<file path="config.mk">
export PLATFORM = sky130hd
export DESIGN_NAME = irqg_top
export DESIGN_NICKNAME = d
export VERILOG_FILES = /design/src/rtl/irqg_pkg.sv /design/src/rtl/irqg_status_reg.sv /design/src/rtl/irqg_cfg_reg.sv /design/src/rtl/irqg_prio_enc.sv /design/src/rtl/irqg_gate_fsm.sv /design/src/rtl/irqg_top.sv
export SDC_FILE = /design/constraint.sdc
export NUM_CORES = 1
export LEC_CHECK = 0
export BUFFER_PORTS_ARGS = -buffer_cell sky130_fd_sc_hd__buf_4
export CORE_UTILIZATION = 35
export DETAILED_ROUTE_END_ITERATION = 7
export MAX_ROUTING_LAYER = met4
export SETUP_SLACK_MARGIN = 0.1
export SYNTH_ARGS = -nofsm -noshare
export SYNTH_HDL_FRONTEND = slang
export SYNTH_SLANG_ARGS = --single-unit
</file>
<file path="constraint.sdc">
create_clock -name clk -period 1.3 [get_ports clk]
set_input_delay 0.13 -clock clk [delete_from_list [all_inputs] [get_ports clk]]
set_output_delay 0.13 -clock clk [all_outputs]
set_load 0.01 [all_outputs]
</file>
<file path="src/rtl/irqg_pkg.sv">
package irqg_pkg;
    parameter int STAT_W  = 13;
    parameter int SW_BITS = 2;
    parameter int NUM_HW  = STAT_W - SW_BITS;
    parameter int IDX_W   = $clog2(STAT_W);
    parameter int EVT_W   = 4;
    parameter int SPC_W   = 3;
    parameter int CFG_W   = STAT_W + SPC_W;

    typedef enum logic [0:0] {
        CFG_SEL_EN = 1'b0,
        CFG_SEL_SW = 1'b1
    } cfg_sel_t;

    typedef enum logic [0:0] {
        GATE_IDLE = 1'b0,
        GATE_TAKE = 1'b1
    } gate_state_t;
endpackage

</file>
<file path="src/rtl/irqg_status_reg.sv">
module irqg_status_reg #(
    parameter int STAT_W  = irqg_pkg::STAT_W,
    parameter int SW_BITS = irqg_pkg::SW_BITS,
    parameter int EVT_W   = irqg_pkg::EVT_W,
    localparam int NUM_HW = STAT_W - SW_BITS
) (
    input  logic               clk,
    input  logic               rst_n,
    input  logic               evt_valid_i,
    input  logic [EVT_W-1:0]   evt_idx_i,
    input  logic               evt_level_i,
    input  logic               sw_we_i,
    input  logic [SW_BITS-1:0] sw_data_i,
    output logic [STAT_W-1:0]  status_o
);
    logic [NUM_HW-1:0] hit;

    generate
        for (genvar k = 0; k < NUM_HW; k++) begin : g_hit
            assign hit[k] = evt_valid_i && (evt_idx_i == EVT_W'(k));
        end
    endgenerate

    always_ff @(posedge clk or negedge rst_n) begin
        if (!rst_n) begin
            status_o <= '0;
        end else begin
            if (sw_we_i) begin
                status_o[SW_BITS-1:0] <= sw_data_i;
            end
            for (int k = 0; k < NUM_HW; k++) begin
                if (hit[k]) begin
                    status_o[k+SW_BITS] <= evt_level_i;
                end
            end
        end
    end


    out_of_range_chk: assert property (@(posedge clk) disable iff (!rst_n)
        (evt_valid_i && (evt_idx_i >= EVT_W'(NUM_HW)) && !sw_we_i) |=> $stable(status_o));


    line_level_chk: assert property (@(posedge clk) disable iff (!rst_n)
        (evt_valid_i && (evt_idx_i < EVT_W'(NUM_HW)))
        |=> (status_o[$past(evt_idx_i) + SW_BITS] == $past(evt_level_i)));
endmodule

</file>
<file path="src/rtl/irqg_cfg_reg.sv">
module irqg_cfg_reg #(
    parameter int STAT_W = irqg_pkg::STAT_W,
    parameter int SPC_W  = irqg_pkg::SPC_W,
    localparam int CFG_W = STAT_W + SPC_W
) (
    input  logic              clk,
    input  logic              rst_n,
    input  logic              en_we_i,
    input  logic [CFG_W-1:0]  wdata_i,
    output logic [STAT_W-1:0] mask_o,
    output logic [SPC_W-1:0]  spacing_o
);
    always_ff @(posedge clk or negedge rst_n) begin
        if (!rst_n) begin
            mask_o    <= '0;
            spacing_o <= '0;
        end else if (en_we_i) begin
            mask_o    <= wdata_i[STAT_W-1:0];
            spacing_o <= wdata_i[CFG_W-1:STAT_W];
        end
    end


    mask_hold_chk: assert property (@(posedge clk) disable iff (!rst_n)
        !en_we_i |=> ($stable(mask_o) && $stable(spacing_o)));
endmodule

</file>
<file path="src/rtl/irqg_prio_enc.sv">
module irqg_prio_enc #(
    parameter int STAT_W = irqg_pkg::STAT_W,
    localparam int IDX_W = $clog2(STAT_W)
) (
    input  logic [STAT_W-1:0] vec_i,
    output logic              any_o,
    output logic [IDX_W-1:0]  idx_o
);
    always_comb begin
        idx_o = '0;
        for (int i = 0; i < STAT_W; i++) begin
            if (vec_i[i]) begin
                idx_o = IDX_W'(i);
            end
        end
    end

    assign any_o = |vec_i;
endmodule

</file>
<file path="src/rtl/irqg_gate_fsm.sv">
module irqg_gate_fsm
    import irqg_pkg::*;
#(
    parameter int STAT_W = irqg_pkg::STAT_W,
    localparam int IDX_W = $clog2(STAT_W)
) (
    input  logic              clk,
    input  logic              rst_n,
    input  logic              gate_open_i,
    input  logic              any_pend_i,
    input  logic [IDX_W-1:0]  win_idx_i,
    input  logic [STAT_W-1:0] masked_i,
    output logic              take_o,
    output logic [IDX_W-1:0]  vec_o
);
    gate_state_t state_q, state_d;
    logic        eligible;

    assign eligible = gate_open_i && any_pend_i;

    always_comb begin
        state_d = state_q;
        unique case (state_q)
            GATE_IDLE: if (eligible)  state_d = GATE_TAKE;
            GATE_TAKE: if (!eligible) state_d = GATE_IDLE;
            default:                  state_d = GATE_IDLE;
        endcase
    end

    always_ff @(posedge clk or negedge rst_n) begin
        if (!rst_n) begin
            state_q <= GATE_IDLE;
        end else begin
            state_q <= state_d;
        end
    end

    always_ff @(posedge clk or negedge rst_n) begin
        if (!rst_n) begin
            vec_o <= '0;
        end else if (eligible) begin
            vec_o <= win_idx_i;
        end else begin
            vec_o <= '0;
        end
    end

    assign take_o = (state_q == GATE_TAKE);


    gate_open_chk: assert property (@(posedge clk) disable iff (!rst_n)
        take_o |-> $past(gate_open_i));


    vec_top_chk: assert property (@(posedge clk) disable iff (!rst_n)
        take_o |-> (($past(masked_i) >> vec_o) == STAT_W'(1)));
endmodule

</file>
<file path="src/rtl/irqg_top.sv">
module irqg_top
    import irqg_pkg::*;
#(
    parameter int STAT_W  = irqg_pkg::STAT_W,
    parameter int SW_BITS = irqg_pkg::SW_BITS,
    parameter int EVT_W   = irqg_pkg::EVT_W,
    parameter int SPC_W   = irqg_pkg::SPC_W,
    localparam int IDX_W  = $clog2(STAT_W),
    localparam int CFG_W  = STAT_W + SPC_W
) (
    input  logic              clk,
    input  logic              rst_n,
    input  logic              line_evt_valid,
    input  logic [EVT_W-1:0]  line_evt_idx,
    input  logic              line_evt_level,
    input  logic              glob_ie_i,
    input  logic              dbg_mode_i,
    input  logic              cfg_we_i,
    input  logic              cfg_sel_i,
    input  logic [CFG_W-1:0]  cfg_wdata_i,
    output logic              take_o,
    output logic [IDX_W-1:0]  vec_idx_o,
    output logic [STAT_W-1:0] status_o,
    output logic              raw_req_o,
    output logic              wake_o,
    output logic [SPC_W-1:0]  vec_spacing_o
);
    logic [STAT_W-1:0] mask;
    logic [STAT_W-1:0] masked;
    logic [IDX_W-1:0]  win_idx;
    logic              any_pend;
    logic              en_we;
    logic              sw_we;

    assign en_we = cfg_we_i && (cfg_sel_i == CFG_SEL_EN);
    assign sw_we = cfg_we_i && (cfg_sel_i == CFG_SEL_SW);

    irqg_status_reg #(.STAT_W(STAT_W), .SW_BITS(SW_BITS), .EVT_W(EVT_W)) status_i (
        .clk         (clk),
        .rst_n       (rst_n),
        .evt_valid_i (line_evt_valid),
        .evt_idx_i   (line_evt_idx),
        .evt_level_i (line_evt_level),
        .sw_we_i     (sw_we),
        .sw_data_i   (cfg_wdata_i[SW_BITS-1:0]),
        .status_o    (status_o)
    );

    irqg_cfg_reg #(.STAT_W(STAT_W), .SPC_W(SPC_W)) cfg_i (
        .clk       (clk),
        .rst_n     (rst_n),
        .en_we_i   (en_we),
        .wdata_i   (cfg_wdata_i),
        .mask_o    (mask),
        .spacing_o (vec_spacing_o)
    );

    assign masked = status_o & mask;

    irqg_prio_enc #(.STAT_W(STAT_W)) enc_i (
        .vec_i (masked),
        .any_o (any_pend),
        .idx_o (win_idx)
    );

    irqg_gate_fsm #(.STAT_W(STAT_W)) fsm_i (
        .clk         (clk),
        .rst_n       (rst_n),
        .gate_open_i (glob_ie_i && !dbg_mode_i),
        .any_pend_i  (any_pend),
        .win_idx_i   (win_idx),
        .masked_i    (masked),
        .take_o      (take_o),
        .vec_o       (vec_idx_o)
    );

    assign raw_req_o = |status_o;
    assign wake_o    = raw_req_o && any_pend;


    dbg_block_chk: assert property (@(posedge clk) disable iff (!rst_n)
        dbg_mode_i |=> !take_o);


    empty_drop_chk: assert property (@(posedge clk) disable iff (!rst_n)
        !wake_o |=> !take_o);
endmodule

</file>
* Word level (Yosys, flattened, before mapping)
Cells that the tools add are included.
** Cells by class
- Eq/ne operators :: 10
- Multiplexer cells :: 14
- Bitwise gates (word level) :: 2
- Reduce and logical (&&, ||, !) cells :: 20
** Operators with widths (count)
- $reduce_or 13->1 :: 2
- $mux 4 :: 6
- $eq 4x3->1 const B :: 4
- $logic_and 1x1->1 :: 16
- $and 13x13->13 :: 1
- $eq 4x4->1 const B :: 3
- $mux 3 :: 4
- $eq 4x2->1 const B :: 2
- $eq 4x1->1 const B :: 1
- $logic_not 4->1 :: 1
- $mux 2 :: 2
- $mux 1 :: 2
- $logic_not 1->1 :: 1
- $not 1->1 :: 1
** Word-level totals
- Flip-flop bits (word level) :: 34
- Input bits :: 28
- Output and inout bits :: 23
- Logic and storage cells :: 62

* Logic depth before layout (Yosys ltp)
- Word-level depth :: 14
- Gate-level depth with buffers :: 4
- Mapped depth without buffers :: 4

* By module
A second synthesis with hierarchy kept.
** Unflattened totals
- Cell total of the unflattened synthesis :: 136
- Area total of the unflattened synthesis :: 1674.1 sq um
** Modules (own cells, without submodules)
- irqg_cfg_reg :: times used 1, cells an instance 34, area an instance 649.4 sq um, seq. area each 400.4 sq um
- irqg_status_reg :: times used 1, cells an instance 47, area an instance 591.8 sq um, seq. area each 325.3 sq um
- irqg_gate_fsm :: times used 1, cells an instance 10, area an instance 157.7 sq um, seq. area each 125.1 sq um
- irqg_top :: times used 1, cells an instance 23, area an instance 153.9 sq um, seq. area each 0.0 sq um
- irqg_prio_enc :: times used 1, cells an instance 22, area an instance 121.4 sq um, seq. area each 0.0 sq um

* Least setup slack after synthesis
No wires, ideal clock.
- Path kind :: register to register
- From :: register status_i.status_o[6]
- To :: register fsm_i.vec_o[1]
- Setup time :: 0.131 ns
- Data arrival time :: 1.041 ns
- Data required time :: 1.169 ns
- Slack :: 0.129 ns
- Cell stages (with the launch flop) :: 5
- Buffers on the path :: 0
- Period minus slack after synthesis :: 1.171 ns
- Cell sequence :: dfrtp_1 -> a22oi_1 -> nand4_1 -> o21ai_1 -> a21oi_1
** On the way
- Longest elaborated chain between the ends :: 9
- Elaborated cells between the ends (all ways) :: 11
- Those cells by class :: mux (8); bitwise (1); reduce/logical (2)
** Ends and longest elaborated chain
- start, declared :: RTL line irqg_status_reg.sv:14 : output logic [STAT_W-1:0] status_o
- start signal, assigned by index :: RTL line irqg_status_reg.sv:29 : status_o[SW_BITS-1:0] <= sw_data_i;
- start signal, assigned by index :: RTL line irqg_status_reg.sv:33 : status_o[k+SW_BITS] <= evt_level_i;
- $and 13x13->13 * :: RTL line irqg_top.sv:58 : assign masked = status_o & mask;
- $mux 3 (2 in series) :: RTL line irqg_prio_enc.sv:12 : if (vec_i[i]) begin
- $mux 4 (5 in series) :: RTL line irqg_prio_enc.sv:12
- $mux 4 * :: RTL line irqg_gate_fsm.sv:41 : end else if (eligible) begin
- end signal, assigned :: RTL line irqg_gate_fsm.sv:42 : vec_o <= win_idx_i;
- end, declared :: RTL line irqg_gate_fsm.sv:14 : output logic [IDX_W-1:0] vec_o
Every way passes the cells marked *; elsewhere a longest branch is shown, timed or not.
A chain may end at the register's enable or synchronous reset.

* Final worst setup path
- From :: register status_i.status_o[4]
- To :: output port wake_o
** On the way
- Longest elaborated chain between the ends :: 3
- Elaborated cells between the ends (all ways) :: 4
- Those cells by class :: bitwise (1); reduce/logical (3)
** Ends and longest elaborated chain
- $and 13x13->13 :: RTL line irqg_top.sv:58
- $reduce_or 13->1 :: RTL line irqg_prio_enc.sv:18 : assign any_o = |vec_i;
- $logic_and 1x1->1 * :: RTL line irqg_top.sv:78 : assign wake_o = raw_req_o && any_pend;
- end, declared :: RTL line irqg_top.sv:25 : output logic wake_o,
Marks and branches as above.

==> results.toml <==
[route]
drc = 0
antenna_left = 0
vias = 1340
drt-total-wl_um = 4200
drtIter0Drc = 81
via_per_inst = 5.10
dr.pass1.iters = 4
post_drt_wl_per_cell_um = 16.0

[setup_path]
crit_path_end_kind = "output pin"
reg2regPathDepth = 5
cp.required_ns = 1.17
crit_fanout = 3
reg2reg_setup_slack_ns = -0.06
crit_type = "reg -> out"
critPathLaunchType = "register"
worstPathArrival_ns = 1.44

[placed_design]
place.gp.congestion = 0.850
place_ws_ns = -0.0223
portBuffers = 50
dp_hpwl_um = 3020

[timing]
relSlewSlack = 0.706
setup-violations-final = 5
period_share = 1.21
worst_pin_slew_ns = 0.441
layout_setup_ws_ns = -0.269
hold_viol = 0
finalClockSkew_ns = 0.00287
fin_crit_ns = 1.57
finalMaxSlewViolations = 0
hold_ws_ns = 0.0687
max_freq_ghz = 0.637
rsz0062_at_grt = "yes"

[run_status]
outcome = "finished with violations"
violations = "setup timing"

[layout]
layout_commonest_cell = "buf_4"
synthToLayoutAreaGrowth_pct = 51.9
utilization = 0.560
fill_cells = 386
regArea_um2 = 855
final_net_count = 238
drive_gt1_frac = 0.640
multi_input_area_um2 = 802
layout_common_cells = "buf_4, dfrtp_1, mux2_2"
n_antenna_cell = 0

[cts]
insertion_delay_ns = 0.29
clock-sinks = 34
path_clk_slew_ns = 0.07
root_buffer = "clkbuf_8"
clk_path_buf_depth = 2
h-tree-depth = 2
cts_tree = "yes"
cts_buffers = 5

[grt]
grt-ovfl-total = 0
grtUsageTotal = 0.195
grt_pass1_wl_um = 7180
grt_max_degree = 35
grt_pass1_vias = 1469
antenna_found_initial = 0

[floorplanning]
ios = 51
core_area_mm2 = 0.00438
dieWidth_um = 70.0
row_count = 24
dieHeight_um = 70.0
dieArea_mm2 = 0.00489
initial_core_util = 0.369

[power]
peakVddDrop_mv = 0.623
total_power_w = 0.00357
cellLeakagePower_nw = 1.14
powerDensity_mw_per_mm2 = 1450

[job]
drv_cap = 0

[yosys]
synthDistinctLibCells = 29
synth_warnings = 0
syn_area_mm2 = 0.00162
avgSynthCellArea_um2 = 12.6
syn-num-nets = 156
ys_seq_elements = 34
synth-seq-area-share = 0.526
syn_inst = 128

[min_path]
hold_class = "in -> reg"
min_path_cells = 2
## synth_stat cells (all sizes together)
| cell | number | area [µm²] |
|---|---|---|
| a211oi | 1 | 12.5 |
| a21oi | 5 | 25.0 |
| a222oi | 1 | 10.0 |
| a22o | 1 | 8.76 |
| a22oi | 6 | 55.1 |
| a31oi | 1 | 6.26 |
| a32oi | 2 | 17.5 |
| buf | 4 | 36.3 |
| clkbuf | 1 | 3.75 |
| dfrtp | 34 | 851 |
| inv | 1 | 3.75 |
| mux2 | 29 | 368 |
| nand2 | 11 | 41.3 |
| nand2b | 3 | 18.8 |
| nand3 | 3 | 15.0 |
| nand3b | 4 | 30.0 |
| nand4 | 2 | 12.5 |
| nor2 | 9 | 33.8 |
| nor2b | 1 | 6.26 |
| nor3 | 3 | 15.0 |
| nor3b | 1 | 18.8 |
| nor4 | 2 | 12.5 |
| o21ai | 3 | 15.0 |
## worst max-delay path, cell delays in order, from the launching register on
cell     delay (ns)
dfrtp_1        0.41
a22oi_2        0.23
nand4_1        0.19
nor2_2         0.15
inv_1          0.06
buf_6          0.11
## final timing paths
check / start / end
worst max-delay path: status_i.status_o[4] / wake_o
worst min-delay path: cfg_wdata_i[9] / cfg_i.mask_o[9]
worst max register to register: status_i.status_o[4] / fsm_i.vec_o[0]
worst min register to register: cfg_i.spacing_o[0] / cfg_i.spacing_o[0]
max in group asynchronous: rst_n / status_i.status_o[5]
min in group asynchronous: rst_n / status_i.status_o[11]
## cell families after synthesis
| group | synth area share |
|---|---|
| multiplexers | 0.228 |
| AO/OA/AOI/OAI | 0.0929 |
| AND/OR/NAND/NOR | 0.126 |
| buffers and inverters | 0.0271 |
| flip-flops | 0.526 |
## flip-flops by register name, summed over array words and instances, names as in the netlist
register / cells
fsm_i.vec_o: 4
cfg_i.spacing_o: 3
cfg_i.mask_o: 13
fsm_i.take_o: 1
status_i.status_o: 13
## routing by layer
layer,vias to the layer above,wire (µm),GRT usage
met3,6,194,0.0491
met5,-,0,-
met2,33,2160,0.325
li1,633,-,-
met1,668,1780,0.226
met4,0,57,0.0733
## area by class of cell
type                            instances  area share
Clock buffer                            7      0.0352
Clock inverter                          1     0.00204
Inverter                                1     0.00153
Multi-Input combinational cell         88       0.327
Sequential cell                        34       0.348
Tap cell                               52      0.0265
Timing Repair Buffer                   80       0.260
## power breakdown
part | switching [W] | internal, W
registers | 0.000178 | 0.00124
logic | 0.000547 | 0.000775
clock network | 0.000397 | 0.000428
total | 0.00112 | 0.00245
## timing repair
action | 4_1_cts | 5_1_grt
hold buffers | 1 | 0
setup endpoints to repair | 5 | 8
pin swaps | 4 | 13
setup buffers | 7 | 5
resized for setup | 14 | 13
gates cloned | 0 | 0
hold endpoints to repair | 34 | 0
## through the flow
stage               cells  setup TNS (ns)  cell area (µm²)
CTS                   260          -0.566             2380
global route          263          -0.978             2450
global placement      244               0             2170
detailed placement    244         -0.0223             2170
floorplan             128               0             1620
finish                263          -0.621             2450
(Power assumes the default switching activity.)
